--- src/rtl/rxfrm_pkg.sv ---
package rxfrm_pkg;

    typedef enum logic [2:0] {
        S_HALT,
        S_IDLE,
        S_SFDW,
        S_DEST,
        S_DATA,
        S_ERRN,
        S_CRC,
        S_DROP
    } rx_state_e;

    localparam logic [7:0] PRE_BYTE = 8'h55;
    localparam logic [7:0] SFD_BYTE = 8'hD5;

endpackage

--- src/rtl/rxfrm_dacmp.sv ---
module rxfrm_dacmp #(
    parameter int ADDR_BYTES = 6
) (
    input  logic                    clk,
    input  logic                    rst_n,
    input  logic                    clear,
    input  logic                    take,
    input  logic [7:0]              din,
    input  logic [ADDR_BYTES*8-1:0] own,
    input  logic                    promisc,
    output logic                    last,
    output logic                    accept,
    output logic                    bcast
);
    localparam int AW = ADDR_BYTES * 8;
    localparam int CW = $clog2(ADDR_BYTES + 1);

    logic [AW-1:0] sh_q;
    logic [CW-1:0] cnt_q;
    logic [AW-1:0] full;

    generate
        if (ADDR_BYTES > 1) begin : g_wide
            assign full = {sh_q[AW-9:0], din};
        end else begin : g_one
            assign full = din;
        end
    endgenerate

    always_ff @(posedge clk) begin
        if (!rst_n || clear) begin
            cnt_q <= '0;
            sh_q  <= '0;
        end else if (take) begin
            cnt_q <= cnt_q + 1'b1;
            sh_q  <= full;
        end
    end

    assign last   = take && (cnt_q == CW'(ADDR_BYTES - 1));
    assign bcast  = &full;
    assign accept = (full == own) || bcast || promisc;

    p_cnt_bound_r4: assert property (@(posedge clk) disable iff (!rst_n)
        cnt_q <= CW'(ADDR_BYTES));

endmodule

--- src/rtl/rxfrm_fsm.sv ---
module rxfrm_fsm
    import rxfrm_pkg::*;
(
    input  logic       clk,
    input  logic       rst_n,
    input  logic       rx_en,
    input  logic [7:0] rxd,
    input  logic       rx_dv,
    input  logic       rx_er,
    input  logic       carrier_err,
    input  logic       crc_ok,
    input  logic       da_last,
    input  logic       da_accept,
    input  logic       da_bcast,
    output logic       da_take,
    output logic       da_clear,
    output logic [7:0] out_data,
    output logic       out_valid,
    output logic       out_err,
    output logic       addr_valid,
    output logic       addr_accept,
    output logic       eof_pulse,
    output logic       eof_err,
    output logic       eof_crc_err,
    output logic       eof_bcast,
    output logic       halted
);
    rx_state_e state_q, nxt;
    logic fwd, fwd_err, verdict, finish, set_err;
    logic err_q, bcast_q;

    always_comb begin
        nxt      = state_q;
        fwd      = 1'b0;
        fwd_err  = 1'b0;
        da_take  = 1'b0;
        da_clear = 1'b0;
        verdict  = 1'b0;
        finish   = 1'b0;
        set_err  = 1'b0;
        if (!rx_en) begin
            nxt = S_HALT;
        end else if (carrier_err && state_q != S_HALT) begin
            nxt = S_IDLE;
        end else begin
            unique case (state_q)
                S_HALT: nxt = S_IDLE;
                S_IDLE: begin
                    da_clear = 1'b1;
                    if (rx_dv) nxt = (rxd == PRE_BYTE) ? S_SFDW : S_DROP;
                end
                S_SFDW: begin
                    if (!rx_dv)                nxt = S_IDLE;
                    else if (rxd == SFD_BYTE)  nxt = S_DEST;
                    else if (rxd != PRE_BYTE)  nxt = S_IDLE;
                end
                S_DEST: begin
                    if (!rx_dv) begin
                        nxt = S_IDLE;
                    end else if (rx_er) begin
                        set_err = 1'b1;
                        nxt     = S_ERRN;
                    end else begin
                        da_take = 1'b1;
                        if (da_last) begin
                            verdict = 1'b1;
                            nxt     = da_accept ? S_DATA : S_DROP;
                        end
                    end
                end
                S_DATA: begin
                    if (!rx_dv) begin
                        nxt = S_CRC;
                    end else begin
                        fwd = 1'b1;
                        if (rx_er) begin
                            fwd_err = 1'b1;
                            set_err = 1'b1;
                            nxt     = S_ERRN;
                        end
                    end
                end
                S_ERRN: begin
                    if (!rx_dv) begin
                        nxt = S_CRC;
                    end else begin
                        fwd     = 1'b1;
                        fwd_err = 1'b1;
                    end
                end
                S_CRC: begin
                    finish = 1'b1;
                    nxt    = S_IDLE;
                end
                S_DROP: if (!rx_dv) nxt = S_IDLE;
                default: nxt = S_HALT;
            endcase
        end
    end

    always_ff @(posedge clk) begin
        if (!rst_n) state_q <= S_HALT;
        else        state_q <= nxt;
    end

    always_ff @(posedge clk) begin
        if (!rst_n) begin
            out_data    <= '0;
            out_valid   <= 1'b0;
            out_err     <= 1'b0;
            addr_valid  <= 1'b0;
            addr_accept <= 1'b0;
            eof_pulse   <= 1'b0;
            eof_err     <= 1'b0;
            eof_crc_err <= 1'b0;
            eof_bcast   <= 1'b0;
            err_q       <= 1'b0;
            bcast_q     <= 1'b0;
        end else begin
            out_valid   <= fwd;
            out_err     <= fwd_err;
            if (fwd) out_data <= rxd;
            addr_valid  <= verdict;
            addr_accept <= verdict && da_accept;
            eof_pulse   <= finish;
            eof_err     <= finish && err_q;
            eof_crc_err <= finish && !crc_ok;
            eof_bcast   <= finish && bcast_q;
            if (da_clear)     err_q <= 1'b0;
            else if (set_err) err_q <= 1'b1;
            if (da_clear)     bcast_q <= 1'b0;
            else if (verdict) bcast_q <= da_bcast;
        end
    end

    assign halted = (state_q == S_HALT);

    p_halt_follows_r1: assert property (@(posedge clk) disable iff (!rst_n)
        !rx_en |=> halted && !out_valid);

    p_carrier_idle_r8: assert property (@(posedge clk) disable iff (!rst_n)
        (rx_en && carrier_err && state_q != S_HALT) |=> state_q == S_IDLE);

    p_reject_drop_r5: assert property (@(posedge clk) disable iff (!rst_n)
        (addr_valid && !addr_accept) |-> state_q == S_DROP);

    p_errn_flag_r7: assert property (@(posedge clk) disable iff (!rst_n)
        (state_q == S_ERRN && rx_en && !carrier_err && rx_dv) |=> (out_valid && out_err));

    p_eof_single_r9: assert property (@(posedge clk) disable iff (!rst_n)
        eof_pulse |=> !eof_pulse);

endmodule

--- src/rtl/rxfrm_seq.sv ---
module rxfrm_seq #(
    parameter int ADDR_BYTES = 6
) (
    input  logic                    clk,
    input  logic                    rst_n,
    input  logic                    rx_en,
    input  logic                    promisc,
    input  logic [ADDR_BYTES*8-1:0] own_addr,
    input  logic [7:0]              rxd,
    input  logic                    rx_dv,
    input  logic                    rx_er,
    input  logic                    carrier_err,
    input  logic                    crc_ok,
    output logic [7:0]              out_data,
    output logic                    out_valid,
    output logic                    out_err,
    output logic                    addr_valid,
    output logic                    addr_accept,
    output logic                    eof_pulse,
    output logic                    eof_err,
    output logic                    eof_crc_err,
    output logic                    eof_bcast,
    output logic                    rx_halted
);
    logic da_take, da_clear, da_last, da_accept, da_bcast;

    rxfrm_dacmp #(.ADDR_BYTES(ADDR_BYTES)) u_dacmp (
        .clk     (clk),
        .rst_n   (rst_n),
        .clear   (da_clear),
        .take    (da_take),
        .din     (rxd),
        .own     (own_addr),
        .promisc (promisc),
        .last    (da_last),
        .accept  (da_accept),
        .bcast   (da_bcast)
    );

    rxfrm_fsm u_fsm (
        .clk         (clk),
        .rst_n       (rst_n),
        .rx_en       (rx_en),
        .rxd         (rxd),
        .rx_dv       (rx_dv),
        .rx_er       (rx_er),
        .carrier_err (carrier_err),
        .crc_ok      (crc_ok),
        .da_last     (da_last),
        .da_accept   (da_accept),
        .da_bcast    (da_bcast),
        .da_take     (da_take),
        .da_clear    (da_clear),
        .out_data    (out_data),
        .out_valid   (out_valid),
        .out_err     (out_err),
        .addr_valid  (addr_valid),
        .addr_accept (addr_accept),
        .eof_pulse   (eof_pulse),
        .eof_err     (eof_err),
        .eof_crc_err (eof_crc_err),
        .eof_bcast   (eof_bcast),
        .halted      (rx_halted)
    );

endmodule

--- config.mk ---
export PLATFORM = sky130hd
export DESIGN_NAME = rxfrm_seq
export DESIGN_NICKNAME = d
export VERILOG_FILES = /design/src/rtl/rxfrm_pkg.sv /design/src/rtl/rxfrm_dacmp.sv /design/src/rtl/rxfrm_fsm.sv /design/src/rtl/rxfrm_seq.sv
export SDC_FILE = /design/constraint.sdc
export NUM_CORES = 1
export LEC_CHECK = 0
export BUFFER_PORTS_ARGS = -buffer_cell sky130_fd_sc_hd__buf_4
export CORE_UTILIZATION = 45
export CTS_CLUSTER_SIZE = 28
export DETAILED_ROUTE_END_ITERATION = 12
export PLACE_DENSITY_LB_ADDON = 0.15
export SYNTH_ARGS = -nofsm -noshare
export SYNTH_HDL_FRONTEND = slang
export SYNTH_HIERARCHICAL = 1
export SYNTH_SLANG_ARGS = --single-unit
--- constraint.sdc ---
create_clock -name clk -period 5.4 [get_ports clk]
set_input_delay 0.54 -clock clk [delete_from_list [all_inputs] [get_ports clk]]
set_output_delay 0.54 -clock clk [all_outputs]
set_load 0.05 [all_outputs]
==> After elaboration in Yosys (flattened, before gate mapping) <==
Index checks and enable logic that the tools add are counted.
W data, S select, Z words.
{ "op_classes": {"n_bitwise": 2, "addsub": 1, "mux": 42, "n_eq_ne": 24, "reduce_logical": 22} }
{ "op_table": {"columns": ["operator", "n"], "rows": [
  ["$eq A48 B48 Y1", 1],
  ["$reduce_and A48 Y1", 1],
  ["$mux W3", 12],
  ["$mux W1", 27],
  ["$pmux W3 S7", 1],
  ["$eq A3 B3 Y1 const B", 5],
  ["$reduce_and A6 Y1", 2],
  ["$ne A3 B2 Y1 const B", 3],
  ["$eq A8 B7 Y1 const B", 1],
  ["$eq A8 B8 Y1 const B", 1],
  ["$ne A8 B7 Y1 const B", 1],
  ["$reduce_or A2 Y1", 4],
  ["$eq A3 B2 Y1 const B", 2],
  ["$logic_and A1 B1 Y1", 6],
  ["$ne A2 B2 Y1 const B", 3],
  ["$ne A5 B2 Y1 const B", 1],
  ["$ne A5 B4 Y1 const B", 1],
  ["$ne A4 B2 Y1 const B", 1],
  ["$ne A4 B3 Y1 const B", 1],
  ["$ne A4 B4 Y1 const B", 1],
  ["$add A3 B1 Y3 const B", 1],
  ["$eq A3 B1 Y1 const B", 1],
  ["$logic_not A3 Y1", 1],
  ["$logic_or A1 B1 Y1", 3],
  ["8 further kinds", 10]
]} }
{ "word_totals": {"reg_bits": 64, "input_bits": 64, "output_inout_bits": 17, "wordCells": 106} }

==> Logic depth before layout (Yosys ltp) <==
Gate-level depths: netlist (run 1).
{ "depth": {"depth_word": 13, "depth_mapped": 11, "mapped_depth_nobuf": 9} }

==> Hierarchy <==
The synthesis (run 1) kept the hierarchy.
{ "modules_own_cells": {"columns": ["module", "seq_area_each_um2", "area_per_inst_um2", "cells_per_inst", "instances"], "rows": [
  ["rxfrm_dacmp", 860.8, 2174.6, 225, 1],
  ["rxfrm_fsm", 420.4, 1026.0, 109, 1]
]} }

==> Least setup slack after synthesis (run 1) <==
Ideal clock, no wire load.
{ "synth_path": {"path_type": "register to register", "startpoint": "register u_fsm.state_q[0]", "endpoint": "register u_fsm.bcast_q", "setup_ns": 0.119, "t_arrival_ns": 2.471, "setup_slack_ns": 2.810, "t_required_ns": 5.281, "path_stages_with_launch": 12, "synth_period_minus_slack_ns": 2.590, "n_path_buf": 3, "cell_sequence": "dfxtp_1 > buf_2 > o31ai_1 > nand2_1 > nor3_1 > buf_2 > buf_4 > and3_1 > or3b_1 > a21o_1 > a21oi_1 > nor2_1"} }
{ "synth_via": {"elab_chain_len": 11, "elab_cells_between_ends": 18, "classes_between": "eq/ne (2); mux (12); reduce/logical (4)"} }
{ "synth_rtl": {"columns": ["element", "line", "source"], "rows": [
  ["start, declared", "rxfrm_fsm.sv:28", "rx_state_e state_q, nxt;"],
  ["start signal, assigned", "rxfrm_fsm.sv:103", "else state_q <= nxt;"],
  ["$eq A3 B2 Y1 or $reduce_bool A3 Y1 (tied branches)", "rxfrm_fsm.sv:46, rxfrm_fsm.sv:43", null],
  ["$mux W1 or $logic_and A1 B1 Y1 (tied branches)", "rxfrm_fsm.sv:46, rxfrm_fsm.sv:43", null],
  ["$mux W1 (*)", "rxfrm_fsm.sv:43", "end else if (carrier_err && state_q != S_HALT) begin"],
  ["$mux W1 (*)", "rxfrm_fsm.sv:41", "if (!rx_en) begin"],
  ["net da_take", "rxfrm_seq.sv:25", "logic da_take, da_clear, da_last, da_accept, da_bcast;"],
  ["$logic_and A1 B1 Y1 (*)", "rxfrm_dacmp.sv:40", "assign last = take && (cnt_q == CW'(ADDR_BYTES - 1));"],
  ["net da_last", "rxfrm_seq.sv:25", null],
  ["$mux W1 (*)", "rxfrm_fsm.sv:65", "if (da_last) begin"],
  ["$mux W1 (*)", "rxfrm_fsm.sv:60", "end else if (rx_er) begin"],
  ["$mux W1 (*)", "rxfrm_fsm.sv:58", "if (!rx_dv) begin"],
  ["$mux W1 (*)", "rxfrm_fsm.sv:46", "unique case (state_q)"],
  ["$mux W1 (*)", "rxfrm_fsm.sv:43", null],
  ["$mux W1 (*)", "rxfrm_fsm.sv:41", null],
  ["end signal, assigned", "rxfrm_fsm.sv:132", "else if (verdict) bcast_q <= da_bcast;"],
  ["end, declared", "rxfrm_fsm.sv:30", "logic err_q, bcast_q;"]
]} }
The timed path passes the listed nets; every way through them passes the cells marked *.
A chain may end at the register's enable or synchronous reset.

==> Worst setup path after layout (run 1) <==
Ends and elaborated chain as after synthesis.

==> metrics.md, run 1 <==
| Metric | Value |
|---|---|
| EDFF count, synth | `0` |
| Tmin final | `3062 ps` |
| Switching Fraction | `24.67%` |
| # nets final | `475` |
| CTS tree | `done` |
| Initial antenna violation count | `0` |
| Number of CTS-inserted buffers | `9` |
| Fmax | `326.6 MHz` |
| Synth cell types | `45` |
| Slew Limit Fails | `0` |
| Outcome | `completed` |
| CP Max Fanout | `45` |
| Gr ovfl total | `0` |
| Syn Area/Cell | `9.583 sq um` |
| DRC Markers | `0` |
| Max transition margin | `approximately 41%` |
| Die extent in x | `86.34 um` |
| Clock Path Buffers | `2` |
| NetSw | `0.0002350 W` |
| Tot GR Track Use | `between 20% and 30%` |
| Post-Syn Nets | `400` |
| IO Pins | `81` |
| Crit path kind | `register to register` |
| Startpoint Class | `register` |
| Comb power frac | `roughly 12%` |
| Setup TNS Final | `0 ps` |
| Power per Cell Area | `238.2 mW/mm^2` |
| Vias per cell | `just over 5` |
| WL per Instance | `16.08 um` |
| I/O Buffers | `80` |
| Share of layout cells above drive strength 1 | `25.67%` |
| Leak Pwr | `1.468 nW` |
| Die Y-Extent | `around 86 um` |
| Mapped Area | `around 0.0032 sq mm` |
| # diodes | `0` |
| TritonRoute pass-1 iters | `4` |
| Clock Skews | `8.958 ps` |
| Warnings, synthesis | `6` |
| Vias | `2639` |
| Clock power share | `38.3%` |
| Max H-tree Level | `3` |
| Endpoint class of the critical path | `register` |
| Number of global-route vias before repair | `around 2400` |
| Max Cap Viol | `0` |
| IR drop worst, VDD | `178.5 uV` |
| Seq/Total Area, Yosys | `40.03%` |
| Post-CTS Setup Bufs | `0` |
| # setup viols final | `0` |
| Hold Path Class | `primary input to register` |
| Slew @ Worst Pin | `885.6 ps` |
| Post-DP HPWL | `6025 um` |
| Reg power frac | `50.1%` |
| Area after DPL | `0.003826 sq mm` |
| Total Wirelength | `8187 um` |
| Final period util | `a little under three fifths` |
| Worst-path clk slew | `70 ps` |
| RSZ-0062 raised after global routing | `false` |
| Antenna-violating nets left | `0` |
| Critical path data arrival time | `about 3300 ps` |
| Cell area after layout | `approximately 0.004 sq mm` |
| Clock Sink Count | `64` |
| Die area | `0.007454 sq mm` |
| P&R area growth vs syn | `24.94%` |
| Main synth FF type | `dfxtp_1` |
| Cts repair resizes | `0` |
| Iteration-0 DRC count of the detailed router | `124` |
| Largest net degree at the start of global routing | `46` |
| Required @ worst endpoint | `5620 ps` |
| Tot Pwr | `0.0009526 W` |
| Initial Util | `around 47%` |
| Count of mapped cells out of synthesis | `~330` |
| RD Place Congestion | `0.8075` |
| Ys async rst share | `0%` |
| Clock Latency Late Sink | `340 ps` |
| Post-cts hold buffer count | `0` |
| CTS Root Buffer Type | `clkbuf_8` |
| Layout fillers | `633` |
| Core area | `0.006832 sq mm` |
| Seq cells post-synth | `64` |
| First-pass GRT wire length | `~12000 um` |
| Cell Int Power | `0.0007176 W` |
| Row Count | `30` |
| Fin Hold WS | `between 300 and 400 ps` |
| Final hold vios | `0` |
synth_stat cells (all sizes together), types with 2 or more instances:
library cell | count | area share, %
or3b | 2 | 0.55
a21oi | 4 | 0.74
o31ai | 2 | 0.47
clkbuf | 5 | 0.59
o21ai | 3 | 0.47
nand4b | 2 | 0.55
and2 | 3 | 0.59
nor4 | 6 | 1.2
nor4bb | 3 | 0.94
buf | 12 | 2.9
a21o | 2 | 0.47
dfxtp | 64 | 40
ha | 2 | 0.78
nor2 | 59 | 7.0
and3 | 2 | 0.43
o211ai | 2 | 0.47
nand3 | 5 | 0.78
or3 | 2 | 0.39
nand2 | 5 | 0.59
xnor2 | 49 | 13
nand4 | 25 | 4.9
mux2i | 49 | 15
nand2b | 4 | 1.0
nor2b | 2 | 0.39
nor3 | 4 | 0.63
inv | 3 | 0.35
cell type report:
cell class | count | area, sq um | share of cell area (%)
Tap cell | 96 | 120.1 | 3.004
Timing Repair Buffer | 81 | 608.1 | 15.21
Inverter | 4 | 15.01 | 0.3755
Multi-Input combinational cell | 249 | 1802 | 45.06
Clock inverter | 3 | 17.52 | 0.4380
Sequential cell | 64 | 1281 | 32.04
Clock buffer | 12 | 155.1 | 3.880
critical path, stage by stage, from the launching register on:
cell and delay [ps]:
dfxtp_1 440, o31ai_1 410, nand2_1 230, nor3_2 190, buf_4 600, and3_1 290
or3b_1 400, a21o_1 190, a21oi_1 130, nor2_1 50
kinds of logic after synthesis:
kind of cell / synth area share [%]
AOI/OAI and AO/OA: 5.082
xor gates and xnor gates: 13.68
adders and majority gates: 0.7817
buffers and inverters: 3.909
DFF: 40.03
muxes: 15.32
and+or+nand+nor: 21.19
metrics by stage:
step | std cells | util, % | worst slack [ps]
finish | 509 | 58.53 | 2339
global route | 509 | 58.53 | 2218
CTS | 509 | 58.53 | 2345
detailed placement | 494 | 56.01 | 2384
global placement | 494 | 56.01 | 2408
floorplan | 334 | - | 2810
power groups by stage:
stage          Sequential (W)  Clock (W)  Combinational, W
6_report             0.000477   0.000365          0.000110
5_1_grt              0.000477   0.000395          0.000118
4_1_cts              0.000477   0.000376          0.000111
3_5_place_dp         0.000488          0          0.000110
3_3_place_gp         0.000488          0          0.000110
2_1_floorplan        0.000486          0         0.0000569
registers in the layout (all words and copies together), names as in the netlist:
signal,count
u_dacmp/sh_q,40
u_fsm/out_data,8
u_dacmp/cnt_q,3
u_fsm/state_q,3
u_fsm/addr_accept,1
u_fsm/addr_valid,1
u_fsm/bcast_q,1
u_fsm/eof_bcast,1
u_fsm/eof_crc_err,1
u_fsm/eof_err,1
u_fsm/eof_pulse,1
u_fsm/err_q,1
u_fsm/out_err,1
u_fsm/out_valid,1
placed cells by master (no fill, tap or decap), types with 2 or more instances in the layout:
cell type,netlist,final
o21ai_0,3,3
nor3_1,4,3
nand2b_1,3,2
nand4b_1,2,2
nand2_1,5,5
or3_1,2,2
nor2_1,58,58
nor4bb_1,3,3
dfxtp_1,64,64
mux2i_1,49,49
or3b_1,2,2
o211ai_1,2,2
and2_1,3,3
clkbuf_8,0,11
a21oi_1,3,3
xnor2_1,49,49
nor2b_1,2,2
buf_4,5,81
nor4_1,6,6
clkinv_2,0,2
inv_1,3,3
nand4_1,25,25
ha_1,2,2
nand3_1,5,5
a21o_1,2,2
o31ai_1,2,2
final timing paths:
check | startpoint | endpoint | slack [ps] | depth (start not counted)
setup / recovery | u_fsm/state_q[0]$_SDFFE_PN0P_ | u_fsm/bcast_q$_SDFFE_PP0P_ | 2340 | 9
hold / removal | crc_ok | u_fsm/eof_crc_err$_SDFF_PN0_ | 350 | 2
hold reg to reg | u_fsm/err_q$_SDFFE_PP0P_ | u_fsm/eof_err$_SDFF_PN0_ | 470 | 1
setup reg to reg | u_fsm/state_q[0]$_SDFFE_PN0P_ | u_fsm/bcast_q$_SDFFE_PP0P_ | 2340 | 9
routing by layer:
layer / GRT usage [%] / share of wire, %
met1: 30.90 / 49
met2: 34.78 / 46
met3: 5.905 / 3.9
met4: 5.909 / 0.77
met5: 0 / 0
Note: power is estimated with default switching activity, not from simulation.
==> run 2, diff against run 1 <==
clock period = 2.65 ns   (was 5.4 ns; I/O delays follow)
==> run 2 against run 1 <==
Effect of this change: sequential power is 100% higher; total power is 110% higher; largest cell class unchanged; register-to-register slack worse by 2000 ps; highest routed layer unchanged; largest power group unchanged; routed wire length is 1.1% higher.
==> metrics.md, run 2 (synthesized netlist as in run 1, its figures left out) <==
| Metric | Value |
|---|---|
| Leak Pwr | `1.499 nW (+2.1%)` |
| Row Count | `30 (unchanged)` |
| Max FFs per register | `40 (unchanged)` |
| Max transition margin | `64.20% (+23 points)` |
| Die area | `0.007454 sq mm (unchanged)` |
| Number of CTS-inserted buffers | `9 (unchanged)` |
| Tmin final | `2353 ps (-708.9 ps)` |
| I/O Buffers | `80 (unchanged)` |
| RD Place Congestion | `0.8924 (+11%)` |
| Slew @ Worst Pin | `537.0 ps (-348.7 ps)` |
| Clock Latency Late Sink | `340 ps (about the same)` |
| CTS Root Buffer Type | `clkbuf_8` |
| Required @ worst endpoint | `2880 ps (-2740 ps)` |
| Max Cap Viol | `0 (unchanged)` |
| Hold Path Class | `primary input to register` |
| Power per Cell Area | `492.5 mW/mm^2 (+110%)` |
| Largest net degree at the start of global routing | `45 (-2.2%)` |
| Cell area after layout | `0.004073 sq mm (+1.8%)` |
| Post-CTS Setup Bufs | `0 (unchanged)` |
| Die extent in x | `86.34 um (unchanged)` |
| Max H-tree Level | `3 (unchanged)` |
| Post-DP HPWL | `6165 um (+2.3%)` |
| Fmax | `425.1 MHz (+30%)` |
| RSZ-0062 raised after global routing | `false` |
| Initial antenna violation count | `0 (unchanged)` |
| Clock Skews | `10.74 ps (+1.781 ps)` |
| First-pass GRT wire length | `13430 um (+7.6%)` |
| TritonRoute pass-1 iters | `4 (unchanged)` |
| Area after DPL | `0.003866 sq mm (+1.0%)` |
| Clock Path Buffers | `2 (unchanged)` |
| Die Y-Extent | `86.34 um (unchanged)` |
| Most frequent cells in the layout | `84 x buf_4, 64 x dfxtp_1, 58 x nor2_1` |
| Most common cell after layout, fill and taps aside | `buf_4` |
| Critical path data arrival time | `2580 ps (-700 ps)` |
| P&R area growth vs syn | `27.25%` |
| DRC Markers | `0 (unchanged)` |
| Largest regs | `u_dacmp/sh_q x40, u_fsm/out_data x8` |
| Core area | `0.006832 sq mm (unchanged)` |
| Tot Pwr | `0.002006 W (+110%)` |
| # setup viols final | `0 (unchanged)` |
| Endpoint class of the critical path | `register` |
| Tot GR Track Use | `24.09% (+1.7 points)` |
| Cts repair resizes | `0 (unchanged)` |
| Number of global-route vias before repair | `2731 (+14%)` |
| Top reg by flops | `u_dacmp/sh_q` |
| Total Wirelength | `8274 um (+1.1%)` |
| # nets final | `479 (+0.84%)` |
| CTS tree | `done` |
| IR drop worst, VDD | `287.4 uV (+61%)` |
| IO Pins | `81 (unchanged)` |
| # diodes | `0 (unchanged)` |
| Outcome | `completed` |
| Vias | `2700 (+2.3%)` |
| WL per Instance | `16.10 um (about the same)` |
| Final hold vios | `0 (unchanged)` |
| Setup TNS Final | `0 ps (unchanged)` |
| Worst-path clk slew | `70 ps (about the same)` |
| Clock Sink Count | `64 (unchanged)` |
| Vias per cell | `5.253 (+1.3%)` |
| Post-cts hold buffer count | `0 (unchanged)` |
| CP Max Fanout | `4 (-91%)` |
| Share of layout cells above drive strength 1 | `27.03% (+1.4 points)` |
| Initial Util | `46.85% (unchanged)` |
| Iteration-0 DRC count of the detailed router | `120 (-3.2%)` |
| Antenna-violating nets left | `0 (unchanged)` |
| Crit path kind | `register to register` |
| Gr ovfl total | `0 (unchanged)` |
| Slew Limit Fails | `0 (unchanged)` |
| Final period util | `88.78% (+32 points)` |
| Startpoint Class | `register` |
[run 2: report_power, final]
part	switching [W]	leakage, nW	total (W)	internal [W]
Clock	0.000373	0.0920	0.000802	0.000429
Sequential	0.00000311	0.516	0.000968	0.000965
Combinational	0.000116	0.891	0.000236	0.000120
[run 2: final cells by class]
cell class | count | area [sq um]
clock buffers | 10 | 127.6
inverters | 4 | 15.01
repair buffers | 85 | 650.6
flip-flops and latches | 64 | 1281
multi-input cells | 249 | 1818
clock inverters | 6 | 60.06
fillers | 644 | 2759
well taps | 96 | 120.1
[run 2: final timing paths]
check,end,slack [ps],depth (start not counted),startpoint
setup reg to reg,u_fsm/state_q[0]$_SDFFE_PN0P_,300,9,u_dacmp/sh_q[2]$_SDFFE_PP0P_
hold reg to reg,u_fsm/eof_err$_SDFF_PN0_,460,1,u_fsm/err_q$_SDFFE_PP0P_
hold / removal,u_fsm/eof_crc_err$_SDFF_PN0_,80,2,crc_ok
setup / recovery,u_fsm/state_q[0]$_SDFFE_PN0P_,300,9,u_dacmp/sh_q[2]$_SDFFE_PP0P_
[run 2: critical path, cell delays in order, from the launching register on]
cell,delay (ps)
dfxtp_1,450
nand4_1,120
nor4_1,380
and3_2,280
a311o_2,150
nor4bb_1,290
o21ai_0,110
a21oi_1,150
nand4_1,100
and4b_1,220
[run 2: through the flow]
| step | worst slack [ps] | util (%) | hold WS [ps] | std cells |
|---|---|---|---|---|
| 2_1_floorplan | 60.33 | - | 343.1 | 334 |
| 3_3_place_gp | 312.3 | 56.59 | 431.5 | 498 |
| 3_5_place_dp | 278.8 | 56.59 | 432.7 | 498 |
| 4_1_cts | 247.6 | 59.34 | 67.02 | 514 |
| 5_1_grt | 28.79 | 59.62 | 77.87 | 514 |
| 6_report | 297.4 | 59.62 | 82.53 | 514 |
[run 2: layer usage]
layer	wire length (um)	GRT usage, %	part of all wire [%]	up-vias
met2	3826	37.37	46	90
met1	3865	32.30	47	1274
met5	0	0	0	-
met3	436	4.667	5.3	14
met4	146	11.36	1.8	0
li1	-	-	-	1322
